File: src/rtl/phy_link_seq_pkg.sv
package phy_link_seq_pkg;

  typedef enum logic [3:0] {
    OP_NONE, OP_MIR_WR, OP_MIR_RD, OP_CFG_WR, OP_ADV_WR, OP_CTL_WR,
    OP_BSR_RD, OP_ISR_RD, OP_CHIP_RD, OP_IEN_WR
  } mgmtOp_e;

  typedef enum logic [2:0] {
    LINK_NONE  = 3'd0,
    LINK_10H   = 3'd1,
    LINK_10F   = 3'd2,
    LINK_100H  = 3'd3,
    LINK_100F  = 3'd4,
    LINK_FAULT = 3'd7
  } linkCode_e;

  typedef struct packed {
    logic    issue;
    mgmtOp_e op;
    logic    takeCmd;
    logic    clrPoll;
    logic    incPoll;
    logic    loadWait;
    logic    tickWait;
    logic    finLink;
    logic    finFault;
    logic    finQuiet;
  } seqCtl_t;

  typedef struct packed {
    logic waitZero;
    logic pollLast;
    logic linkUp;
    logic echoOk;
  } seqSts_t;

endpackage

File: src/rtl/phy_link_seq_ctrl.sv
module phy_link_seq_ctrl
  import phy_link_seq_pkg::*;
(
  input  logic    clk,
  input  logic    rstN,
  input  logic    startReq,
  input  logic    irqReq,
  input  logic    ienReq,
  input  logic    reqDone,
  input  seqSts_t sts,
  output seqCtl_t ctl
);

  typedef enum logic [3:0] {
    ST_IDLE, ST_MIR_WR1, ST_MIR_WR2, ST_MIR_RD, ST_CFG, ST_ADV, ST_CTL,
    ST_BSR, ST_ISR, ST_WAIT, ST_POLL, ST_IEN
  } seqState_e;

  seqState_e state, nxt;

  always_ff @(posedge clk) begin
    if (!rstN) state <= ST_IDLE;
    else       state <= nxt;
  end

  always_comb begin
    ctl = '0;
    nxt = state;
    unique case (state)
      ST_IDLE: begin
        if (startReq) begin
          ctl.takeCmd = 1'b1;
          nxt = ST_MIR_WR1;
        end else if (irqReq) begin
          nxt = ST_BSR;
        end else if (ienReq) begin
          ctl.takeCmd = 1'b1;
          nxt = ST_IEN;
        end
      end
      ST_MIR_WR1: begin
        ctl.issue = 1'b1; ctl.op = OP_MIR_WR;
        if (reqDone) nxt = ST_MIR_WR2;
      end
      ST_MIR_WR2: begin
        ctl.issue = 1'b1; ctl.op = OP_MIR_WR;
        if (reqDone) nxt = ST_MIR_RD;
      end
      ST_MIR_RD: begin
        ctl.issue = 1'b1; ctl.op = OP_MIR_RD;
        if (reqDone) begin
          if (sts.echoOk) nxt = ST_CFG;
          else begin
            ctl.finFault = 1'b1;
            nxt = ST_IDLE;
          end
        end
      end
      ST_CFG: begin
        ctl.issue = 1'b1; ctl.op = OP_CFG_WR;
        if (reqDone) nxt = ST_ADV;
      end
      ST_ADV: begin
        ctl.issue = 1'b1; ctl.op = OP_ADV_WR;
        if (reqDone) nxt = ST_CTL;
      end
      ST_CTL: begin
        ctl.issue = 1'b1; ctl.op = OP_CTL_WR;
        if (reqDone) begin
          ctl.clrPoll = 1'b1; ctl.loadWait = 1'b1;
          nxt = ST_WAIT;
        end
      end
      ST_BSR: begin
        ctl.issue = 1'b1; ctl.op = OP_BSR_RD;
        if (reqDone) nxt = ST_ISR;
      end
      ST_ISR: begin
        ctl.issue = 1'b1; ctl.op = OP_ISR_RD;
        if (reqDone) begin
          ctl.clrPoll = 1'b1; ctl.loadWait = 1'b1;
          nxt = ST_WAIT;
        end
      end
      ST_WAIT: begin
        ctl.tickWait = 1'b1;
        if (sts.waitZero) nxt = ST_POLL;
      end
      ST_POLL: begin
        ctl.issue = 1'b1; ctl.op = OP_CHIP_RD;
        if (reqDone) begin
          if (sts.linkUp || sts.pollLast) begin
            ctl.finLink = 1'b1;
            nxt = ST_IDLE;
          end else begin
            ctl.incPoll = 1'b1; ctl.loadWait = 1'b1;
            nxt = ST_WAIT;
          end
        end
      end
      ST_IEN: begin
        ctl.issue = 1'b1; ctl.op = OP_IEN_WR;
        if (reqDone) begin
          ctl.finQuiet = 1'b1;
          nxt = ST_IDLE;
        end
      end
      default: nxt = ST_IDLE;
    endcase
  end

  // an outstanding request keeps its operation until answered
  p_req_hold_r10: assert property (@(posedge clk) disable iff (!rstN)
    (ctl.issue && !reqDone) |=> (ctl.issue && $stable(ctl.op)));

  // a request pin seen mid-sequence never sends the FSM back to idle early
  p_busy_ignore_r9: assert property (@(posedge clk) disable iff (!rstN)
    (state == ST_WAIT && !sts.waitZero && (startReq || irqReq)) |=> (state == ST_WAIT));

endmodule

File: src/rtl/phy_link_seq_dp.sv
module phy_link_seq_dp
  import phy_link_seq_pkg::*;
#(
  parameter logic [4:0]  PHY_ADDR    = 5'd0,
  parameter logic [4:0]  CTRL_REG    = 5'd0,
  parameter logic [4:0]  STAT_REG    = 5'd1,
  parameter logic [4:0]  ADV_REG     = 5'd4,
  parameter logic [4:0]  SCRATCH_REG = 5'd16,
  parameter logic [4:0]  IEN_REG     = 5'd17,
  parameter logic [4:0]  ISR_REG     = 5'd18,
  parameter logic [4:0]  CFG_REG     = 5'd19,
  parameter logic [4:0]  CHIP_REG    = 5'd20,
  parameter logic [15:0] TEST_WORD   = 16'h6c93,
  parameter int          POLL_WAIT   = 1000,
  parameter int          POLL_MAX    = 50
) (
  input  logic        clk,
  input  logic        rstN,
  input  seqCtl_t     ctl,
  input  logic        speed100,
  input  logic        ienVal,
  input  logic        reqDone,
  input  logic [15:0] rdData,
  output seqSts_t     sts,
  output logic        reqValid,
  output logic        reqWrite,
  output logic [4:0]  reqPhy,
  output logic [4:0]  reqReg,
  output logic [15:0] reqData,
  output logic [2:0]  linkCode,
  output logic        linkFault,
  output logic        done
);

  localparam int WAIT_W = $clog2(POLL_WAIT + 1);
  localparam int POLL_W = $clog2(POLL_MAX + 1);
  localparam logic [15:0] CFG_WORD   = 16'h0000;
  localparam logic [15:0] ADV_100H   = 16'h0081;
  localparam logic [15:0] ADV_10H    = 16'h0021;
  localparam logic [15:0] CTRL_WORD  = 16'h1300;
  localparam logic [15:0] IEN_ON     = 16'h0002;
  localparam int          LINK_BIT   = 9;

  logic              speedSel, ienSel;
  logic [WAIT_W-1:0] waitCnt;
  logic [POLL_W-1:0] pollCnt;
  linkCode_e         codeQ;

  function automatic linkCode_e decodeLink(input logic [2:0] fld);
    unique case (fld)
      3'b111:  return LINK_100F;
      3'b101:  return LINK_100H;
      3'b110:  return LINK_10F;
      3'b100:  return LINK_10H;
      default: return LINK_NONE;
    endcase
  endfunction

  always_ff @(posedge clk) begin
    if (!rstN) begin
      speedSel  <= 1'b0;
      ienSel    <= 1'b0;
      waitCnt   <= '0;
      pollCnt   <= '0;
      codeQ     <= LINK_NONE;
      linkFault <= 1'b0;
      done      <= 1'b0;
    end else begin
      if (ctl.takeCmd) begin
        speedSel <= speed100;
        ienSel   <= ienVal;
      end
      if (ctl.loadWait)                       waitCnt <= WAIT_W'(POLL_WAIT);
      else if (ctl.tickWait && waitCnt != '0) waitCnt <= waitCnt - 1'b1;
      if (ctl.clrPoll)      pollCnt <= '0;
      else if (ctl.incPoll) pollCnt <= pollCnt + 1'b1;
      done <= ctl.finLink | ctl.finFault | ctl.finQuiet;
      if (ctl.finFault) begin
        linkFault <= 1'b1;
        codeQ     <= LINK_FAULT;
      end else if (ctl.finLink) begin
        linkFault <= 1'b0;
        codeQ     <= decodeLink(rdData[13:11]);
      end
    end
  end

  always_comb begin
    reqWrite = 1'b0;
    reqReg   = CTRL_REG;
    reqData  = '0;
    unique case (ctl.op)
      OP_MIR_WR:  begin reqWrite = 1'b1; reqReg = SCRATCH_REG; reqData = TEST_WORD; end
      OP_MIR_RD:  reqReg = SCRATCH_REG;
      OP_CFG_WR:  begin reqWrite = 1'b1; reqReg = CFG_REG; reqData = CFG_WORD; end
      OP_ADV_WR:  begin reqWrite = 1'b1; reqReg = ADV_REG; reqData = speedSel ? ADV_100H : ADV_10H; end
      OP_CTL_WR:  begin reqWrite = 1'b1; reqReg = CTRL_REG; reqData = CTRL_WORD; end
      OP_BSR_RD:  reqReg = STAT_REG;
      OP_ISR_RD:  reqReg = ISR_REG;
      OP_CHIP_RD: reqReg = CHIP_REG;
      OP_IEN_WR:  begin reqWrite = 1'b1; reqReg = IEN_REG; reqData = ienSel ? IEN_ON : 16'h0000; end
      default:    reqReg = CTRL_REG;
    endcase
  end

  assign reqValid     = ctl.issue;
  assign reqPhy       = PHY_ADDR;
  assign linkCode     = codeQ;
  assign sts.waitZero = (waitCnt == '0);
  assign sts.pollLast = (pollCnt == POLL_W'(POLL_MAX - 1));
  assign sts.linkUp   = rdData[LINK_BIT];
  assign sts.echoOk   = (rdData == TEST_WORD);

  // the retry counter never reaches the limit
  p_poll_bound_r4: assert property (@(posedge clk) disable iff (!rstN)
    pollCnt < POLL_W'(POLL_MAX));

  // a raised fault flag always comes with the fault code
  p_fault_code_r2: assert property (@(posedge clk) disable iff (!rstN)
    linkFault |-> (linkCode == 3'd7));

  // completion is a single-cycle pulse
  p_done_pulse_r6: assert property (@(posedge clk) disable iff (!rstN)
    done |=> !done);

  // an enable-only sequence leaves the link report untouched
  p_quiet_keeps_r8: assert property (@(posedge clk) disable iff (!rstN)
    ctl.finQuiet |=> ($stable(linkCode) && $stable(linkFault)));

endmodule

File: src/rtl/phy_link_seq.sv
module phy_link_seq
  import phy_link_seq_pkg::*;
#(
  parameter logic [4:0]  PHY_ADDR    = 5'd0,
  parameter logic [4:0]  CTRL_REG    = 5'd0,
  parameter logic [4:0]  STAT_REG    = 5'd1,
  parameter logic [4:0]  ADV_REG     = 5'd4,
  parameter logic [4:0]  SCRATCH_REG = 5'd16,
  parameter logic [4:0]  IEN_REG     = 5'd17,
  parameter logic [4:0]  ISR_REG     = 5'd18,
  parameter logic [4:0]  CFG_REG     = 5'd19,
  parameter logic [4:0]  CHIP_REG    = 5'd20,
  parameter logic [15:0] TEST_WORD   = 16'h6c93,
  parameter int          POLL_WAIT   = 1000,
  parameter int          POLL_MAX    = 50
) (
  input  logic        clk,
  input  logic        rstN,
  input  logic        startReq,
  input  logic        speed100,
  input  logic        irqReq,
  input  logic        ienReq,
  input  logic        ienVal,
  output logic        reqValid,
  output logic        reqWrite,
  output logic [4:0]  reqPhy,
  output logic [4:0]  reqReg,
  output logic [15:0] reqData,
  input  logic        reqDone,
  input  logic [15:0] rdData,
  output logic [2:0]  linkCode,
  output logic        linkFault,
  output logic        done
);

  seqCtl_t ctl;
  seqSts_t sts;

  phy_link_seq_ctrl u_ctrl (
    .clk      (clk),
    .rstN     (rstN),
    .startReq (startReq),
    .irqReq   (irqReq),
    .ienReq   (ienReq),
    .reqDone  (reqDone),
    .sts      (sts),
    .ctl      (ctl)
  );

  phy_link_seq_dp #(
    .PHY_ADDR(PHY_ADDR), .CTRL_REG(CTRL_REG), .STAT_REG(STAT_REG), .ADV_REG(ADV_REG),
    .SCRATCH_REG(SCRATCH_REG), .IEN_REG(IEN_REG), .ISR_REG(ISR_REG), .CFG_REG(CFG_REG),
    .CHIP_REG(CHIP_REG), .TEST_WORD(TEST_WORD), .POLL_WAIT(POLL_WAIT), .POLL_MAX(POLL_MAX)
  ) u_dp (
    .clk       (clk),
    .rstN      (rstN),
    .ctl       (ctl),
    .speed100  (speed100),
    .ienVal    (ienVal),
    .reqDone   (reqDone),
    .rdData    (rdData),
    .sts       (sts),
    .reqValid  (reqValid),
    .reqWrite  (reqWrite),
    .reqPhy    (reqPhy),
    .reqReg    (reqReg),
    .reqData   (reqData),
    .linkCode  (linkCode),
    .linkFault (linkFault),
    .done      (done)
  );

endmodule

File: config.mk
export PLATFORM = sky130hd
export DESIGN_NAME = phy_link_seq
export DESIGN_NICKNAME = d
export VERILOG_FILES = /design/src/rtl/phy_link_seq_pkg.sv /design/src/rtl/phy_link_seq_ctrl.sv /design/src/rtl/phy_link_seq_dp.sv /design/src/rtl/phy_link_seq.sv
export SDC_FILE = /design/constraint.sdc
export NUM_CORES = 1
export LEC_CHECK = 0
export BUFFER_PORTS_ARGS = -buffer_cell sky130_fd_sc_hd__buf_4
export CAP_MARGIN = 20
export CORE_ASPECT_RATIO = 1.2
export CORE_MARGIN = 2
export CORE_UTILIZATION = 45
export CTS_CLUSTER_DIAMETER = 80
export DETAILED_ROUTE_END_ITERATION = 10
export GPL_TIMING_DRIVEN = 0
export PLACE_DENSITY = 0.83
export SLEW_MARGIN = 20
export SYNTH_ARGS = -nofsm -noshare
export SYNTH_HDL_FRONTEND = slang
export SYNTH_SLANG_ARGS = --single-unit
File: constraint.sdc
create_clock -name clk -period 3.6 [get_ports clk]
set_input_delay 0.54 -clock clk [delete_from_list [all_inputs] [get_ports clk]]
set_output_delay 0.54 -clock clk [all_outputs]
set_load 0.005 [all_outputs]
==> Yosys cells after proc, flatten, opt, wreduce, memory -nomap -nowiden <==
Cells that the tools add are included.
{ "word_totals": {"register_bits": 27, "latchBits": 0, "ramBits": 0, "mem_bits_ro": 0, "memories": 0} }
{ "classes": {"addsub": 2, "mul": 0, "div_mod_pow": 0, "order_cmp": 0, "n_eq_ne": 37, "shift": 0, "muxes": 47, "n_bitwise": 3, "reduce_logical": 14} }
{ "ops": {"columns": ["operator", "count"], "rows": [
  ["$pmux 16 s4", 1],
  ["$mux 4", 14],
  ["$pmux 5 s9", 1],
  ["$pmux 4 s11", 1],
  ["$pmux 5 s7", 1],
  ["$eq 4x3->1 const B", 8],
  ["$eq 4x4->1 const B", 6],
  ["$mux 10", 2],
  ["$mux 1", 18],
  ["$ne 2x2->1 const B", 9],
  ["$eq 16x15->1 const B", 1],
  ["$eq 4x2->1 const B", 4],
  ["$eq 3x3->1 const B", 4],
  ["$pmux 3 s4", 1],
  ["$reduce_and 11->1", 1],
  ["$logic_not 10->1", 1],
  ["$reduce_bool 10->1", 1],
  ["$reduce_or 2->1", 5],
  ["$sub 10x1->10 const B", 1],
  ["$mux 3", 3],
  ["$eq 4x1->1 const B", 2],
  ["$mux 8", 1],
  ["$add 6x1->6 const B", 1],
  ["$eq 6x6->1 const B", 1],
  ["11 further kinds", 15]
]} }

==> Longest topological paths before layout <==
{ "depth": {"word_depth": 7, "ltp_mapped": 8, "ltp_nobuf": 7} }

==> Hierarchy <==
Synthesis repeated with hierarchy kept, for this count alone.
{ "hier_totals": {"cells_unflattened": 246, "area_unflattened_um2": 1946.9} }
{ "by_module_without_submodules": {"columns": ["module", "instances", "cells_each", "area_per_inst_um2", "seq_area_each_um2"], "rows": [
  ["phy_link_seq_dp", 1, 166, 1418.9, 460.4],
  ["phy_link_seq_ctrl", 1, 80, 528.0, 80.1]
]} }

==> Worst setup path after synthesis <==
OpenSTA, ideal clock, no wires.
{ "synth_path": {"path_type": "flip-flop to output port", "from": "register u_ctrl.state[2]", "to": "output reqData[10]", "arrival_time_ns": 1.307, "path_slack_ns": 1.753, "stages_incl_launch_ff": 5, "path_cell_list": "dfxtp_1 -> buf_2 -> buf_1 -> nor3_1 -> buf_4"} }
{ "synth_between": {"elab_chain_cells": 5} }
{ "synth_rtl": {"columns": ["element", "line_no", "rtl"], "rows": [
  ["start: declaration", "phy_link_seq_ctrl.sv:19", "seqState_e state, nxt;"],
  ["start signal: assignment", "phy_link_seq_ctrl.sv:23", "else state <= nxt;"],
  ["$eq 4x1->1 / $eq 4x2->1 (equally long branches)", "phy_link_seq_ctrl.sv:29", "unique case (state)"],
  ["$reduce_or 2->1 (no source line)", null, null],
  ["$pmux 5 s9 (*)", "phy_link_seq_ctrl.sv:29", null],
  ["$eq 4x4->1, or another cell as far along", "phy_link_seq_dp.sv:92", "unique case (ctl.op)"],
  ["$pmux 16 s4 (*)", "phy_link_seq_dp.sv:92", null],
  ["end: declaration", "phy_link_seq.sv:28", "output logic [15:0] reqData,"]
]} }
Mark *: on every way between the ends. The rest lies on a longest branch, timed or not.

==> Final worst setup path <==
{ "layout_path": {"from": "register u_ctrl.state[3]", "to": "output reqReg[0]"} }
{ "layout_between": {"elab_chain_cells": 6} }
{ "layout_rtl": {"columns": ["element", "line_no", "rtl"], "rows": [
  ["$eq 4x1->1 / $eq 4x2->1 (equally long branches)", "phy_link_seq_ctrl.sv:29", null],
  ["$reduce_or 2->1 (no source line)", null, null],
  ["$pmux 5 s9 (*)", "phy_link_seq_ctrl.sv:29", null],
  ["$eq 4x1->1 / $eq 4x2->1 (equally long branches)", "phy_link_seq_dp.sv:92", null],
  ["$reduce_or 2->1 (no source line)", null, null],
  ["$pmux 5 s7 (*)", "phy_link_seq_dp.sv:92", null],
  ["end: declaration", "phy_link_seq.sv:27", "output logic [4:0] reqReg,"]
]} }
Marks and branches as above.

==> results.cfg <==
[worst_setup_path]
cp-startpoint = u_ctrl.state[3]$_SDFFE_PN0P_
slowest_stage = buf_1
r2r-start = u_dp.pollCnt[0]$_SDFFE_PP0P_
cpLargestDelayFamily = buffers and inverters
crit_type = reg2out
required_ns = 3.06
endpoint_kind = output pin
start_kind = flop
worst-path-buf-inv = 3
cp_max_fo = 10
crit_arrival_ns = 1.84
r2r_slack_ns = 1.44
reg2reg_depth = 6
regToRegEndpoint = u_dp.waitCnt[9]$_SDFFE_PN0P_
cp_num_cells = 5
endpoint = reqReg[0]
slowest_delay_ns = 0.41
crit_chain = clkbuf_1, buf_1, xnor2_1, o32ai_1, buf_4

[drt]
vias = 1716
antenna_left = 0
route.detailed.drc = 0
drtIter0Drc = 81
firstDrtPassIters = 4
wl_per_cell_um = 11.45
viasPerCell = 5.122
drt_wl_total_mm = 3.836

[global_routing]
grt_pass1_vias = 1554
grt_max_degree = 16
gr-usage-met3 = 0.03014
antenna_found_initial = 0
use_met2 = 0.3132
grt_use_met1 = 0.2147
grt_overflow = 0
grt_pass1_wl_mm = 6.361
top_usage_layer = met2
track_usage = 0.1792

[power_and_ir_drop]
p_leak_nw = 0.9911
vdd.ir_drop.worst_mv = 0.1803
p_per_area_nw_per_um2 = 586.9

[final_layout]
diodes = 0
utilization = 0.5868
drive_gt1_frac = 0.2847
layout_commonest_cell = buf_4
stdcell_area_um2 = 2276
area_delta_synth_final_pct = 27.65
final_nets = 309
final_cell_mix = buf_4 (62), dfxtp_1 (27), nor2_1 (22)

[cts]
cts_buffers = 3
clk_pin_slew_ns = 0.09
cts_tree = done
insertion_delay_ns = 0.26
root_buffer = clkbuf_8
cts.path.max_buffers = 2
htree_levels = 1
cts_setup_buffers = 0
cts-resized-gates = 0
cts_sinks = 27
holdBufCountCts = 0

[yosys]
syn-cell-area_um2 = 1783
synth_area_per_cell_um2 = 8.031
seq_area_frac_synth = 0.3032
synth_edf_count = 0
synthCells = 222
ys_ff_latch = 27
yosysWarnings = 0
synth-main-ff-cell = dfxtp_1
yosys.cell_types.count = 54
synthTopCellsByArea = dfxtp_1 (30%), buf_4 (6.7%), nor2_1 (4.6%)
synth_largest_area_cell = dfxtp_1
async_flop_share = 0
synth_top_area_share = 0.3032

[timing]
finalHoldViolCount = 0
rsz0062_at_grt = no
finClkSkew_ns = 0.005413
slew_violations = 0
min_period_ns = 2.383
max-slew-margin-rel = 0.5060
max_freq_mhz = 419.7
min_period_over_period = 0.6618
setup_viol = 0
worst_pin_slew_ns = 0.7333
fin_setup_tns_ns = 0

[floorplan]
io_pins = 57
start_util = 0.4597
core-area_um2 = 3879
die-width_um = 61.46
dieArea_um2 = 4484
die_h_um = 72.96
rows = 25

[min_path]
min_path_type = reg2reg

[place]
gp_congestion = 0.8808
port_buffers = 46
hpwl_mm = 3.038
postPlaceCellArea_um2 = 2230

[status]
status = finished clean

[flow_run]
cap_violations = 0
## layer usage
metal / routed length (um) / up-vias
met2: 1913 / 55
met3: 234 / 8
met5: 0 / -
li1: - / 891
met4: 64 / 0
met1: 1623 / 762
## final cells by class
cell class | instances | area [um2]
fill | 370 | 1603
multi-input combinational | 170 | 1067
sequential | 27 | 540.5
timing repair buffer | 46 | 345.3
buffer | 26 | 178.9
tap | 54 | 67.56
clock buffer | 3 | 41.29
inverter | 8 | 30.03
clock inverter | 1 | 5.005
## power breakdown
| group | total [mW] | leakage, nW | internal, mW | switching (mW) |
|---|---|---|---|---|
| logic | 0.801 | 0.747 | 0.424 | 0.377 |
| clock network | 0.163 | 0.0255 | 0.0772 | 0.0862 |
| registers | 0.371 | 0.219 | 0.340 | 0.0316 |
## worst min-delay path by stage
stage / start / to / slack, ns / cells past startpoint
after global routing: u_dp.linkFault$_SDFFE_PN0P_ / u_dp.linkFault$_SDFFE_PN0P_ / 0.51 / 2
final: u_dp.linkFault$_SDFFE_PN0P_ / u_dp.linkFault$_SDFFE_PN0P_ / 0.47 / 2
after CTS: u_dp.linkFault$_SDFFE_PN0P_ / u_dp.linkFault$_SDFFE_PN0P_ / 0.47 / 2
after global placement: u_dp.linkFault$_SDFFE_PN0P_ / u_dp.linkFault$_SDFFE_PN0P_ / 0.45 / 2
after floorplan: u_dp.linkFault$_SDFFE_PN0P_ / u_dp.linkFault$_SDFFE_PN0P_ / 0.45 / 2
after detailed placement: u_dp.linkFault$_SDFFE_PN0P_ / u_dp.linkFault$_SDFFE_PN0P_ / 0.46 / 2
## stage by stage
| step | instances | total power [mW] | setup slack (ns) | hold WS [ns] |
|---|---|---|---|---|
| floorplan | 231 | 0.8826 | 1.753 | 0.4527 |
| global placement | 331 | 1.167 | 1.541 | 0.4510 |
| detailed placement | 331 | 1.175 | 1.516 | 0.4584 |
| CTS | 335 | 1.340 | 1.239 | 0.4720 |
| global route | 335 | 1.456 | 1.057 | 0.5124 |
| finish | 335 | 1.336 | 1.217 | 0.4697 |
## sequential cells by signal, indices dropped and copies added, names as in the netlist
signal / cells
u_dp.linkFault: 1
u_dp.waitCnt: 10
u_ctrl.state: 4
u_dp.pollCnt: 6
u_dp.speedSel: 1
u_dp.linkCode: 3
u_dp.done: 1
u_dp.ienSel: 1
## cells in the mapped netlist, drive strengths merged, types with 4 or more instances
cell type   n
nand2      16
o21ai       9
dfxtp      27
a21oi      15
buf        23
nor2       22
nand4       4
nor3       10
mux2i       5
xnor2       6
nor2b       7
or4         4
a31oi       5
xor2        6
nand3       4
inv         8
## kinds of logic (layout without fill, tap and decap cells)
kind of cell	after synthesis	count (layout)	share of synthesized area
AOI/OAI and AO/OA	51	51	0.1874
DFF	27	27	0.3032
adders and majority gates	3	3	0.02105
muxes	5	5	0.02807
other	1	10	0.002103
buffers and inverters	34	84	0.1172
and+or+nand+nor	89	89	0.2821
xor gates and xnor gates	12	12	0.05895
## worst reg2reg max path: stages (launching register included)
cell and delay, ns:
dfxtp_1 0.40, ha_1 0.17, nand4b_1 0.15, o21ai_0 0.40, a21oi_1 0.14, o21ai_0 0.60, a31oi_1 0.16
No activity file was read; power rests on OpenSTA's default activity.
